===== src/rtl/sup_pkg.sv =====
package sup_pkg;

    typedef enum logic [1:0] {
        ST_HOLD    = 2'd0,
        ST_STRETCH = 2'd1,
        ST_RUN     = 2'd2
    } sup_state_t;

endpackage


===== src/rtl/sup_sync.sv =====
module sup_sync #(
    parameter int   STAGES = 2,
    parameter logic INIT   = 1'b0
) (
    input  logic clk,
    input  logic rst_n,
    input  logic d,
    output logic q
);
    logic [STAGES-1:0] chain;

    generate
        if (STAGES == 1) begin : g_single
            always_ff @(posedge clk or negedge rst_n) begin
                if (!rst_n) chain <= INIT;
                else        chain <= d;
            end
        end else begin : g_multi
            always_ff @(posedge clk or negedge rst_n) begin
                if (!rst_n) chain <= {STAGES{INIT}};
                else        chain <= {chain[STAGES-2:0], d};
            end
        end
    endgenerate

    assign q = chain[STAGES-1];
endmodule


===== src/rtl/sup_mr_filter.sv =====
module sup_mr_filter #(
    parameter int FILT_CYC = 8
) (
    input  logic clk,
    input  logic rst_n,
    input  logic mr_s,
    output logic mr_act
);
    localparam int          CW  = (FILT_CYC > 1) ? $clog2(FILT_CYC) : 1;
    localparam logic [CW-1:0] LIM = CW'(FILT_CYC - 1);

    logic [CW-1:0] low_cnt;

    always_ff @(posedge clk or negedge rst_n) begin
        if (!rst_n)             low_cnt <= '0;
        else if (mr_s)          low_cnt <= '0;
        else if (low_cnt != LIM) low_cnt <= low_cnt + 1'b1;
    end

    assign mr_act = !mr_s && (low_cnt == LIM);

    AST_MR_NEEDS_LOW: assert property (@(posedge clk) disable iff (!rst_n)
        $rose(mr_act) |-> $past(!mr_s));
endmodule


===== src/rtl/sup_watchdog.sv =====
module sup_watchdog #(
    parameter int WDT_CYC = 1600
) (
    input  logic clk,
    input  logic rst_n,
    input  logic strobe_s,
    input  logic wd_en,
    input  logic run,
    output logic expire
);
    localparam int          WW   = $clog2(WDT_CYC + 1);
    localparam logic [WW-1:0] LAST = WW'(WDT_CYC - 1);

    logic          strobe_d;
    logic          strobe_edge;
    logic [WW-1:0] wcnt;

    always_ff @(posedge clk or negedge rst_n) begin
        if (!rst_n) strobe_d <= 1'b0;
        else        strobe_d <= strobe_s;
    end

    assign strobe_edge = strobe_s ^ strobe_d;
    assign expire      = wd_en && run && !strobe_edge && (wcnt == LAST);

    always_ff @(posedge clk or negedge rst_n) begin
        if (!rst_n)                                     wcnt <= '0;
        else if (!run || !wd_en || strobe_edge || expire) wcnt <= '0;
        else                                            wcnt <= wcnt + 1'b1;
    end

    AST_WD_FROZEN_IN_RST: assert property (@(posedge clk) disable iff (!rst_n)
        !run |=> (wcnt == '0));
    AST_WD_EDGE_CLEARS: assert property (@(posedge clk) disable iff (!rst_n)
        strobe_edge |=> !expire);
endmodule


===== src/rtl/sup_reset_ctrl.sv =====
module sup_reset_ctrl
    import sup_pkg::*;
#(
    parameter int SYNC_STAGES  = 2,
    parameter int MR_FILT_CYC  = 8,
    parameter int RST_HOLD_CYC = 200,
    parameter int WDT_CYC      = 1600
) (
    input  logic clk,
    input  logic rst_n,
    input  logic uv_flag,
    input  logic mr_n,
    input  logic wd_strobe,
    input  logic wd_en,
    output logic sys_rst_n,
    output logic sys_rst
);
    localparam int          HW    = $clog2(RST_HOLD_CYC + 1);
    localparam logic [HW-1:0] HLAST = HW'(RST_HOLD_CYC - 1);

    logic       uv_s, mr_s, strobe_s;
    logic       mr_act, wd_expire, lvl_req, in_run;
    sup_state_t state, nxt;
    logic [HW-1:0] hold_cnt, nxt_cnt;

    sup_sync #(.STAGES(SYNC_STAGES), .INIT(1'b0)) u_sync_uv (
        .clk(clk), .rst_n(rst_n), .d(uv_flag), .q(uv_s));
    sup_sync #(.STAGES(SYNC_STAGES), .INIT(1'b1)) u_sync_mr (
        .clk(clk), .rst_n(rst_n), .d(mr_n), .q(mr_s));
    sup_sync #(.STAGES(SYNC_STAGES), .INIT(1'b0)) u_sync_wd (
        .clk(clk), .rst_n(rst_n), .d(wd_strobe), .q(strobe_s));

    sup_mr_filter #(.FILT_CYC(MR_FILT_CYC)) u_filt (
        .clk(clk), .rst_n(rst_n), .mr_s(mr_s), .mr_act(mr_act));

    sup_watchdog #(.WDT_CYC(WDT_CYC)) u_wdog (
        .clk(clk), .rst_n(rst_n), .strobe_s(strobe_s), .wd_en(wd_en),
        .run(in_run), .expire(wd_expire));

    assign lvl_req = uv_s | mr_act;
    assign in_run  = (state == ST_RUN);

    always_comb begin
        nxt     = state;
        nxt_cnt = hold_cnt;
        unique case (state)
            ST_HOLD: begin
                if (!lvl_req) begin
                    nxt     = ST_STRETCH;
                    nxt_cnt = '0;
                end
            end
            ST_STRETCH: begin
                if (lvl_req)                nxt = ST_HOLD;
                else if (hold_cnt == HLAST) nxt = ST_RUN;
                else                        nxt_cnt = hold_cnt + 1'b1;
            end
            ST_RUN: begin
                if (lvl_req) begin
                    nxt = ST_HOLD;
                end else if (wd_expire) begin
                    nxt     = ST_STRETCH;
                    nxt_cnt = '0;
                end
            end
            default: begin
                nxt     = ST_STRETCH;
                nxt_cnt = '0;
            end
        endcase
    end

    always_ff @(posedge clk or negedge rst_n) begin
        if (!rst_n) begin
            state    <= ST_STRETCH;
            hold_cnt <= '0;
        end else begin
            state    <= nxt;
            hold_cnt <= nxt_cnt;
        end
    end

    always_comb begin
        sys_rst_n = (state == ST_RUN);
        sys_rst   = (state != ST_RUN);
    end

    AST_UV_FORCES_RST: assert property (@(posedge clk) disable iff (!rst_n)
        uv_s |=> !sys_rst_n);
    AST_HOLD_CNT_LIMIT: assert property (@(posedge clk) disable iff (!rst_n)
        hold_cnt <= HLAST);
    AST_EXPIRE_STRETCH: assert property (@(posedge clk) disable iff (!rst_n)
        (wd_expire && !lvl_req) |=> (sys_rst && hold_cnt == '0));
    AST_RETRIGGER_HOLD: assert property (@(posedge clk) disable iff (!rst_n)
        (state == ST_STRETCH && lvl_req) |=> (state == ST_HOLD));
endmodule


===== config.mk =====
export PLATFORM = sky130hd
export DESIGN_NAME = sup_reset_ctrl
export DESIGN_NICKNAME = d
export VERILOG_FILES = /design/src/rtl/sup_pkg.sv /design/src/rtl/sup_sync.sv /design/src/rtl/sup_mr_filter.sv /design/src/rtl/sup_watchdog.sv /design/src/rtl/sup_reset_ctrl.sv
export SDC_FILE = /design/constraint.sdc
export NUM_CORES = 1
export LEC_CHECK = 0
export BUFFER_PORTS_ARGS = -buffer_cell sky130_fd_sc_hd__buf_4
export CAP_MARGIN = 20
export CORE_MARGIN = 4
export CORE_UTILIZATION = 54
export DETAILED_ROUTE_END_ITERATION = 7
export GPL_TIMING_DRIVEN = 0
export PLACE_DENSITY = 0.73
export SYNTH_ARGS = -nofsm -noshare
export SYNTH_HDL_FRONTEND = slang
export SYNTH_HIERARCHICAL = 1
export SYNTH_SLANG_ARGS = --single-unit

===== constraint.sdc =====
create_clock -name clk -period 2.3 [get_ports clk]
set_input_delay 0.345 -clock clk [delete_from_list [all_inputs] [get_ports clk]]
set_output_delay 0.345 -clock clk [all_outputs]
set_load 0.02 [all_outputs]

Yosys cells after proc, flatten, opt, wreduce, memory -nomap -nowiden
Cells that the tools add are included.

operators by class
  add/subtract/negate cells = 3
  eq/ne operators = 14
  mux-type cells = 15
  bitwise operators = 2
  reductions and logical operators = 15

operator list
  cell                                           number
  2-to-1 mux 8 bit                               5
  one-hot mux 8 bit (3 select lines)             1
  != test 2 bit, second input constant           6
  adder 11 x 1 -> 11 bit, second input constant  1
  == test 11 bit, second input constant          1
  2-to-1 mux 11 bit                              1
  2-to-1 mux 2 bit                               5
  != test 3 bit, second input constant           3
  adder 8 x 1 -> 8 bit, second input constant    1
  == test 8 bit, second input constant           1
  2-to-1 mux 3 bit                               2
  one-hot mux 2 bit (3 select lines)             1
  AND reduction 5 bit                            1
  logical AND 1 bit                              4
  logical NOT 1 bit                              4
  adder 3 x 1 -> 3 bit, second input constant    1
  == test 3 bit, second input constant           1
  logical OR 1 bit                               3
  AND reduction 3 bit                            1
  == test 2 x 1 -> 1 bit, second input constant  1
  == test 2 bit, second input constant           1
  logical NOT 2 bit                              1
  nonzero test 2 bit                             1
  OR 1 bit                                       1
  bitwise XOR 1 bit                              1

storage, ports and cells
  flip-flop bits (word level) = 31
  input port bits = 6
  word-level logic and storage cells = 57

Logic depth before layout (Yosys ltp)
Gate-level depths: netlist of run 1.

  word-level depth = 7
  depth in mapped cells = 8

Hierarchy
The synthesis of run 1 kept the hierarchy.

modules (own cells, without submodules)
  module                    times used  cells an instance  area each (sq um)
  sup_reset_ctrl            1           72                 693.2
  sup_watchdog              1           59                 644.4
  sup_mr_filter             1           12                 146.4
  sup_sync (u_sync_uv ...)  2           2                  50.0
  sup_sync (u_sync_mr)      1           2                  52.6

Least setup slack after synthesis of run 1
No wires, ideal clock.

  path kind = register -> register
  start = register u_wdog.wcnt[7]
  end = register hold_cnt[6]
  library setup time = 64 ps
  data arrival time = 2128 ps
  required time = 2236 ps
  slack = 107 ps
  cell stages (with the launch flop) = 8
  cells stage by stage = dfrtp_1 or4b_4 nor3_4 and2b_1 nor2b_1 a2111oi_2 and3_1 a211o_1

between the ends
  cells in the longest elaborated chain, start to end = 4

RTL lines
  item                           RTL line              text
  start, declared                sup_watchdog.sv:16    logic [WW-1:0] wcnt;
  start signal, assigned         sup_watchdog.sv:29    else wcnt <= wcnt + 1'b1;
  == test 11 bit                 sup_watchdog.sv:24    assign expire = wd_en && run && !strobe_edge && (wcnt == LAST);
  logical AND 1 bit              sup_watchdog.sv:24
  via wd_expire                  sup_reset_ctrl.sv:22  logic mr_act, wd_expire, lvl_req, in_run;
  != test 2 bit (no line)        -
  AND reduction 5 bit (no line)  -
  end signal, assigned           sup_reset_ctrl.sv:79  hold_cnt <= nxt_cnt;
  end, declared                  sup_reset_ctrl.sv:24  logic [HW-1:0] hold_cnt, nxt_cnt;

The timed path passes the listed nets, and every way through them passes these cells.
A chain may end at the register's enable or synchronous reset.

Final worst setup path of run 1
  start = register state[0]
  end = register hold_cnt[7]

between the ends
  cells in the longest elaborated chain, start to end = 6
  elaborated cells on any way between the ends = 13
  those cells by class = eq/ne (7); mux (1); reduce/logical (5)

RTL lines
  item                             RTL line              text
  start, declared                  sup_reset_ctrl.sv:23  sup_state_t state, nxt;
  start signal, assigned           sup_reset_ctrl.sv:78  state <= nxt;
  == test 2 bit                    sup_reset_ctrl.sv:41  assign in_run = (state == ST_RUN);
  logical AND 1 bit (3 in series)  sup_watchdog.sv:24
  via wd_expire                    sup_reset_ctrl.sv:22
  != test 2 bit (no line)          -
  AND reduction 5 bit (no line)    -

The timed path passes the listed nets, and every way through them passes these cells.

==> results of run 1 <==
-- routing by layer --
metal	vias to the layer above	global-route usage	wire, um
met3	9	0.0480	136
li1	596	-	-
met1	620	0.210	1330
met4	0	0.0744	61
met5	-	0	0
met2	26	0.318	1740
-- metrics by stage --
stage               hold WS (ns)  TNS [ns]
global placement           0.294    -0.594
CTS                        0.101         0
finish                     0.122         0
global route               0.101         0
detailed placement         0.295    -0.773
floorplan                 0.0494         0
-- layout make-up --
cell class	instances	area, um^2
Fill cell	228	958
Clock buffer	7	55.1
Multi-Input combinational cell	108	852
Tap cell	31	38.8
Clock inverter	1	5.00
Timing Repair Buffer	12	92.6
Sequential cell	31	781
Buffer	3	20.0
Inverter	7	26.3
-- worst max-delay path, cell delays in order, from the launching register on --
cell       delay, ns
dfstp_2         0.58
inv_1           0.07
ha_1            0.30
nand3_1         0.21
and2b_2         0.28
nor2b_2         0.18
a2111oi_4       0.06
and3_1          0.19
a211o_1         0.23
-- cell families (layout without fill, tap and decap cells) --
logic type,after synthesis,in the layout,synth area share
AND/OR/NAND/NOR,59,59,0.242
flip-flops,31,31,0.476
adder cells (fa/ha/maj),7,7,0.0535
multiplexers,5,5,0.0321
buffers and inverters,10,30,0.0283
XOR/XNOR,5,5,0.0268
AO/OA/AOI/OAI,32,32,0.141
-- what timing repair did --
item | CTS | global route
setup endpoints to repair | 8 | 9
endpoints found under the hold margin | 28 | 0
gates resized for setup | 2 | 6
pin swaps | 1 | 2
buffers inserted | 1 | 3
hold buffers | 1 | 0
-- cell usage after synthesis, types with 3 or more instances --
cell	number	area share
nand3_2	3	0.018
o31ai_1	4	0.018
ha_1	7	0.054
nor3b_1	3	0.014
o22ai_1	3	0.011
mux2i_1	3	0.018
or4_1	5	0.023
nand3_1	9	0.028
o21ai_0	5	0.015
dfstp_2	3	0.048
inv_1	7	0.016
a211o_1	3	0.016
xor2_1	3	0.016
nor3_1	5	0.015
dfrtp_1	28	0.43
nor2_1	4	0.0092
a21oi_1	4	0.012
nand2_1	8	0.018
-- registers in the layout, indices dropped and copies added (netlist names) --
| register | count |
|---|---|
| u_wdog/wcnt | 11 |
| hold_cnt | 8 |
| u_filt/low_cnt | 3 |
| state | 2 |
| u_sync_mr/chain | 2 |
| u_sync_uv/chain | 2 |
| u_sync_wd/chain | 2 |
| u_wdog/strobe_d | 1 |
-- where the power goes --
part	internal, mW	leakage, nW	switching (mW)
combinational	0.120	0.363	0.153
sequential	0.601	0.404	0.0735
clock	0.148	0.0353	0.176
total	0.870	0.802	0.403
-- path summary, 6_finish.rpt --
kind	from	to	slack, ns
worst max-delay path	state[0]$_DFFE_PN1P_	hold_cnt[7]$_DFFE_PN0P_	0.1
worst min-delay path	wd_strobe	u_sync_wd/chain[0]$_DFF_PN0_	0.12
worst max register to register	state[0]$_DFFE_PN1P_	hold_cnt[7]$_DFFE_PN0P_	0.1
worst min register to register	u_sync_wd/chain[0]$_DFF_PN0_	u_sync_wd/chain[1]$_DFF_PN0_	0.36
max in group asynchronous	rst_n	u_sync_mr/chain[0]$_DFF_PN1_	1.51
min in group asynchronous	rst_n	hold_cnt[5]$_DFFE_PN0P_	0.48
==> impl_metrics.csv, run 1 <==
group,metric,value,unit
outcome,status,"finished clean",
setup_path,worstPathMaxFanout,6,
yosys,yosysWarnings,6,
grt,grt_pass1_wl,5710,um
route,wl_per_cell,16.4,um
grt,grt_pass1_vias,1240,
run,drv_cap,0,
floorplanning,die-area,3980,um^2
yosys,avgSynthCellArea,11.0,um^2
clock_network,root_buffer,"clkbuf_4",
clock_network,htree_levels,2,
placed_design,hpwl,2250,um
sta,setup_ws,0.0964,ns
setup_path,rr_worst_depth,8,
clock_network,cts_tree,"yes",
setup_path,crit_arrival,2.41,ns
route,drc_errors,0,
grt,track_usage,0.182,
power,ir_drop,0.446,mV
yosys,syn-cell-area,1640,um^2
floorplanning,die_w,63.1,um
sta,rsz0062_at_grt,"false",
floorplanning,coreArea,2830,um^2
sta,fin_crit_sh,0.958,
layout,final_util,0.661,
hold_path,whs_path_depth,1,
power,total_power,1.27,mW
sta,worst_pin_slew,0.416,ns
clock_network,clockBufferDepth,2,
yosys,async_flop_share,1.00,
setup_path,endpoint_kind,"flip-flop",
sta,fin_skew,0.00531,ns
sta,fmax,0.454,GHz
clock_network,worstSkewPairLatency,0.32,ns
sta,max-slew-margin-rel,0.722,
grt,grt_overflow,0,
yosys,synth-edff-count,0,
route,drt-total-wl,3270,um
layout,drive_gt1_frac,0.237,
route,dr.pass1.iters,4,
route,drt_iter0_drc,62,
layout,final_nets,181,
setup_path,crit_type,"reg -> reg",
layout,areaGrowthSynthToFinish,14.3,%
route,final_antenna_net_count,0,
layout,antenna_cells,0,
yosys,ys_seq_area_frac,0.476,
floorplanning,num_io_pins,8,
placed_design,postPlaceCellArea,1730,um^2
yosys,synth_top_flop_cell,"dfrtp_1",
placed_design,dpl_worst_slack,-0.168,ns
placed_design,dp.cells,187,
yosys,synth-seq-cells,31,
layout,final_common_cell,"dfrtp_1",
clock_network,cts_buffers,5,
setup_path,start_kind,"flip-flop",
yosys,syn_nets,162,
floorplanning,rows,19,
layout,fin_area,1870,um^2
grt,antenna_found_initial,0,
placed_design,gp_congestion,0.779,
layout,layout_common_cells,"dfrtp_1, buf_4, nand3_1, nand2_1",
yosys,synthDistinctLibCells,52,
layout,final_cells,200,
setup_path,crit_required,2.51,ns
placed_design,portBuffers,7,
sta,drv_slew,0,
route,viasPerCell,6.26,
sta,hold_viol,0,
power,power.leakage,0.802,nW
yosys,synth_cells,149,
sta,period_needed,2.20,ns
hold_path,hold_path.class,"in -> reg",
sta,setup_viol,0,
route,vias,1251,
clock_network,clk_pin_slew,0.09,ns
floorplanning,initial_core_util,0.579,
power,p_per_area,680,nW/um^2
grt,grt_max_degree,32,
floorplanning,die_height,63.1,um
clock_network,cts_sinks,31,
Note: power is estimated with default switching activity, not from simulation.
==> run 2: changes to the inputs <==
- ABC_CLOCK_PERIOD_IN_PS: default -> 2300
- CORE_ASPECT_RATIO: default -> 0.5
==> impl_metrics.csv, run 2 (same netlist as run 1, synthesis figures left out) <==
group,metric,value,unit
route,drt_iter0_drc,48,
placed_design,portBuffers,7,
sta,fin_crit_sh,0.971,
setup_path,critPathCapture,"state[1]$_DFFE_PN0P_",
layout,fin_area,1860,um^2
route,viasPerCell,5.87,
route,drt-total-wl,2920,um
route,wl_per_cell,14.5,um
sta,period_needed,2.23,ns
clock_network,clk_pin_slew,0.06,ns
power,power.leakage,0.787,nW
sta,setup_viol,0,
sta,worst_pin_slew,0.480,ns
placed_design,gp_congestion,0.761,
setup_path,crit_start,"u_wdog/wcnt[6]$_DFF_PN0_",
sta,fin_skew,0.00385,ns
layout,final_nets,177,
clock_network,cts_sinks,31,
hold_path,hold_path.class,"in -> async",
floorplanning,die_w,85.9,um
layout,largest_register,"u_wdog/wcnt",
power,p_per_area,718,nW/um^2
layout,antenna_cells,0,
placed_design,postPlaceCellArea,1740,um^2
clock_network,clockBufferDepth,2,
grt,antenna_found_initial,0,
placed_design,hpwl,1980,um
sta,timing.hold.ws,-0.0155,ns
setup_path,timing.rr.end,"state[1]$_DFFE_PN0P_",
grt,track_usage,0.169,
route,dr.pass1.iters,4,
sta,fmax,0.448,GHz
run,drv_cap,0,
sta,hold_viol,18,
setup_path,endpoint_kind,"flip-flop",
layout,layout_common_cells,"dfrtp_1, nand3_1, nand2_1, buf_4",
clock_network,cts_tree,"yes",
grt,grt_pass1_vias,1118,
setup_path,crit_arrival,2.42,ns
outcome,status,"finished, violations left",
clock_network,worstSkewPairLatency,0.27,ns
clock_network,cts_buffers,5,
sta,rsz0062_at_grt,"true",
grt,grt_overflow,0,
setup_path,crit_required,2.49,ns
setup_path,start_kind,"flip-flop",
setup_path,rrSetupSlack,0.07,ns
layout,drive_gt1_frac,0.212,
layout,areaGrowthSynthToFinish,13.5,%
setup_path,r2r_start,"u_wdog/wcnt[6]$_DFF_PN0_",
route,drc_errors,0,
floorplanning,coreArea,2730,um^2
outcome,violations,"negative hold slack",
route,vias,1186,
sta,drv_slew,0,
sta,max-slew-margin-rel,0.680,
layout,final_common_cell,"dfrtp_1",
power,ir_drop,0.410,mV
layout,reg_top3,"u_wdog/wcnt: 11 flops, hold_cnt: 8 flops, u_filt/low_cnt: 3 flops",
setup_path,rr_worst_depth,7,
setup_path,worstPathMaxFanout,6,
floorplanning,rows,13,
floorplanning,initial_core_util,0.599,
clock_network,ctsHoldBuffers,0,
setup_path,crit_type,"reg -> reg",
floorplanning,num_io_pins,8,
floorplanning,die_height,46.9,um
route,final_antenna_net_count,0,
clock_network,root_buffer,"clkbuf_8",
clock_network,htree_levels,2,
grt,grt_max_degree,32,
grt,grt_pass1_wl,5090,um
layout,largest_reg_flops,11,
floorplanning,die-area,4030,um^2
run 2: final cells by class:
type / instances / area, um^2
fillers: 217 / 876
flip-flops and latches: 31 / 782
clock inverters: 1 / 5.00
repair buffers: 8 / 60.1
clock buffers: 7 / 76.3
well taps: 37 / 46.3
plain buffers: 3 / 20.0
multi-input cells: 108 / 841
inverters: 7 / 26.3
run 2: worst max-delay path, cell delays in order, from the launching register on:
cell and delay (ns):
dfrtp_2 0.44, or4b_4 0.56, nor3_4 0.21, and2b_1 0.20, nand2b_4 0.16, nand3_1 0.08, mux2_1 0.31, o22ai_1 0.19
run 2: routing by layer:
| metal | part of all wire | up-vias | GRT usage |
|---|---|---|---|
| met3 | 0.037 | 2 | 0.0595 |
| met2 | 0.46 | 11 | 0.272 |
| li1 | - | 598 | - |
| met5 | 0 | - | 0 |
| met1 | 0.50 | 575 | 0.219 |
| met4 | 0.0027 | 0 | 0.0568 |
run 2: timing repair:
action | 4_1_cts | 5_1_grt
pin swaps | 1 | 1
gates cloned | 0 | 0
gates resized for setup | 1 | 5
buffers inserted | 1 | 0
endpoints found under the hold margin | 0 | 0
endpoints found under the setup margin | 8 | 7
run 2: metrics by stage:
stage                     total power, mW  setup WS (ns)  TNS, ns   util  cells
after floorplan                     0.851          0.107        0      -    149
after CTS                            1.34        0.00914        0  0.672    202
after global routing                 1.42        -0.0546   -0.139  0.679    202
final                                1.33         0.0673        0  0.679    202
after global placement              0.919         -0.149   -0.627  0.635    193
after detailed placement            0.924         -0.180   -0.781  0.635    193
run 2: how the worst min path moves through the flow:
stage,to,slack [ns],cells after the start
4_1_cts,hold_cnt[3]$_DFFE_PN0P_,0.001,1
2_1_floorplan,hold_cnt[0]$_DFFE_PN0P_,0.05,0
5_1_grt,hold_cnt[3]$_DFFE_PN0P_,0.02,1
3_5_place_dp,hold_cnt[4]$_DFFE_PN0P_,0.30,1
6_report,hold_cnt[3]$_DFFE_PN0P_,-0.02,1
3_3_place_gp,hold_cnt[3]$_DFFE_PN0P_,0.30,1
run 2: power breakdown:
part / internal [mW] / switching (mW) / total, mW
Clock: 0.212 / 0.190 / 0.402
Combinational: 0.117 / 0.146 / 0.263
Sequential: 0.603 / 0.0661 / 0.669
==> run 3: changes to the inputs <==
- BUFFER_PORTS_ARGS: -buffer_cell sky130_fd_sc_hd__buf_4 -> -buffer_cell sky130_fd_sc_hd__clkbuf_2
==> impl_metrics.csv, run 3 (same netlist as run 1, synthesis figures left out) <==
group,metric,value,unit
power,p_sw_frac,0.307,
route,viasPerCell,5.81,
hold_path,hold_path.class,"in -> async",
power,switching_power,0.412,mW
layout,areaGrowthSynthToFinish,13.5,%
layout,fillers,223,
placed_design,hpwl,2060,um
clock_network,clk_pin_slew,0.06,ns
layout,final_nets,179,
grt,grt_pass1_vias,1132,
grt,grt_pass1_wl,5330,um
layout,largest_register,"u_wdog/wcnt",
sta,hold_viol,0,
sta,fin_setup_tns,0,ns
grt,grt_max_degree,32,
sta,setup_viol,0,
clock_network,root_buffer,"clkbuf_8",
route,drc_errors,0,
sta,period_needed,2.18,ns
sta,max-slew-margin-rel,0.487,
setup_path,rrSetupSlack,0.12,ns
setup_path,crit_required,2.50,ns
sta,drv_slew,0,
setup_path,rr_worst_depth,7,
setup_path,r2r_start,"u_wdog/wcnt[6]$_DFF_PN0_",
setup_path,crit_type,"reg -> reg",
floorplanning,initial_core_util,0.599,
grt,antenna_found_initial,0,
power,p_per_area,723,nW/um^2
floorplanning,rows,13,
outcome,status,"finished clean",
setup_path,crit_chain,"or4b_4, nor3_4, and2b_1, nand2b_2, nand3_1, mux2_1, o22ai_1",
sta,fin_skew,0.00344,ns
setup_path,worst_path_largest_cell_delay,0.56,ns
sta,worst_pin_slew,0.770,ns
grt,track_usage,0.174,
clock_network,cts_buffers,5,
layout,final_common_cell,"dfrtp_1",
route,met3WireLength,105,um
sta,fmax,0.458,GHz
floorplanning,coreArea,2730,um^2
run,drv_cap,0,
clock_network,worstSkewPairLatency,0.28,ns
sta,rsz0062_at_grt,"false",
placed_design,portBuffers,7,
route,wl_met1,1550,um
power,ir_drop,0.364,mV
layout,drive_gt1_frac,0.222,
route,top_layer_used,"met4",
setup_path,endpoint_kind,"flip-flop",
power,total_power,1.34,mW
route,drt_iter0_drc,22,
clock_network,htree_levels,2,
route,drt-total-wl,2980,um
layout,layout_common_cells,"dfrtp_1, nand3_1, nand2_1",
setup_path,worstPathMaxFanout,6,
grt,grt_overflow,0,
setup_path,cp_top_family,"simple AND/OR/NAND/NOR gates",
power,comb_power_share,0.200,
floorplanning,die_w,85.9,um
power,p_seq_frac,0.499,
setup_path,start_kind,"flip-flop",
layout,largest_reg_flops,11,
setup_path,timing.rr.end,"state[1]$_DFFE_PN0P_",
route,routed-wl-met2,1310,um
sta,fin_crit_sh,0.949,
route,dr.pass1.iters,4,
clock_network,clockBufferDepth,2,
floorplanning,die-area,4030,um^2
route,final_antenna_net_count,0,
layout,final_util,0.679,
clock_network,cts_sinks,31,
floorplanning,num_io_pins,8,
layout,antenna_cells,0,
sta,timing.hold.ws,0.131,ns
clock_network,cts_tree,"yes",
floorplanning,die_height,46.9,um
power,internal_power,0.931,mW
power,pwr-share-clk,0.302,
setup_path,crit_slowest_cell,"or4b_4",
route,vias,1186,
layout,reg_top3,"u_wdog/wcnt: 11 flops, hold_cnt: 8 flops, u_filt/low_cnt: 3 flops",
placed_design,gp_congestion,0.768,
setup_path,crit_arrival,2.38,ns
route,wl_per_cell,14.6,um
setup_path,crit_buf_inv,0,
power,power.leakage,0.793,nW
==> run 3: cell count changes in the layout (fill, tap and decap cells not counted) <==
| cell | previous run | this run |
|---|---|---|
| nand2b_2 | 0 | 1 |
| nand3_4 | 0 | 1 |
| buf_4 | 8 | 3 |
| nand2b_4 | 1 | 0 |
| clkbuf_2 | 0 | 7 |
| nand3_2 | 4 | 3 |
==> run 3: metal layers <==
layer | up-vias | global-route usage
met2 | 15 | 0.261
met4 | 0 | 0.0410
li1 | 591 | -
met3 | 2 | 0.0578
met1 | 578 | 0.248
met5 | - | 0
==> run 3: how the worst max path moves through the flow <==
stage | from | endpoint | slack, ns | depth (start not counted)
floorplan | u_wdog/wcnt[7]$_DFF_PN0_ | hold_cnt[6]$_DFFE_PN0P_ | 0.11 | 7
global placement | u_wdog/wcnt[7]$_DFF_PN0_ | hold_cnt[6]$_DFFE_PN0P_ | -0.14 | 7
detailed placement | u_wdog/wcnt[7]$_DFF_PN0_ | hold_cnt[6]$_DFFE_PN0P_ | -0.18 | 7
CTS | u_wdog/wcnt[7]$_DFF_PN0_ | hold_cnt[5]$_DFFE_PN0P_ | 0.04 | 7
global route | state[0]$_DFFE_PN1P_ | hold_cnt[6]$_DFFE_PN0P_ | 0.005 | 8
finish | u_wdog/wcnt[6]$_DFF_PN0_ | state[1]$_DFFE_PN0P_ | 0.12 | 7
==> run 3: what timing repair did <==
action / in CTS / in global routing
hold buffers: 0 / 0
endpoints found under the hold margin: 0 / 0
pin swaps: 1 / 1
endpoints found under the setup margin: 8 / 7
setup buffers: 1 / 2
resized for setup: 2 / 5
==> run 3: layout make-up <==
cell class | count | area, um^2 | area share
clock inverter | 1 | 5.00 | 0.00270
timing repair buffer | 10 | 57.6 | 0.0310
sequential | 31 | 782 | 0.421
multi-input combinational | 108 | 843 | 0.454
clock buffer | 7 | 76.3 | 0.0411
buffer | 3 | 20.0 | 0.0108
tap | 37 | 46.3 | 0.0249
inverter | 7 | 26.3 | 0.0142
==> run 3: power by group through the flow <==
| stage | logic, mW | clock network [mW] | registers [mW] |
|---|---|---|---|
| 6_report | 0.268 | 0.405 | 0.670 |
| 5_1_grt | 0.309 | 0.444 | 0.684 |
| 4_1_cts | 0.256 | 0.416 | 0.669 |
| 3_5_place_dp | 0.247 | 0 | 0.678 |
| 3_3_place_gp | 0.237 | 0 | 0.678 |
| 2_1_floorplan | 0.191 | 0 | 0.661 |
==> run 3: stage by stage <==
step           area [um^2]  setup WS, ns  cells
5_1_grt               1860       0.00465    204
2_1_floorplan         1640         0.107    149
4_1_cts               1820        0.0419    202
6_report              1860         0.117    204
3_3_place_gp          1720        -0.139    193
3_5_place_dp          1720        -0.182    193
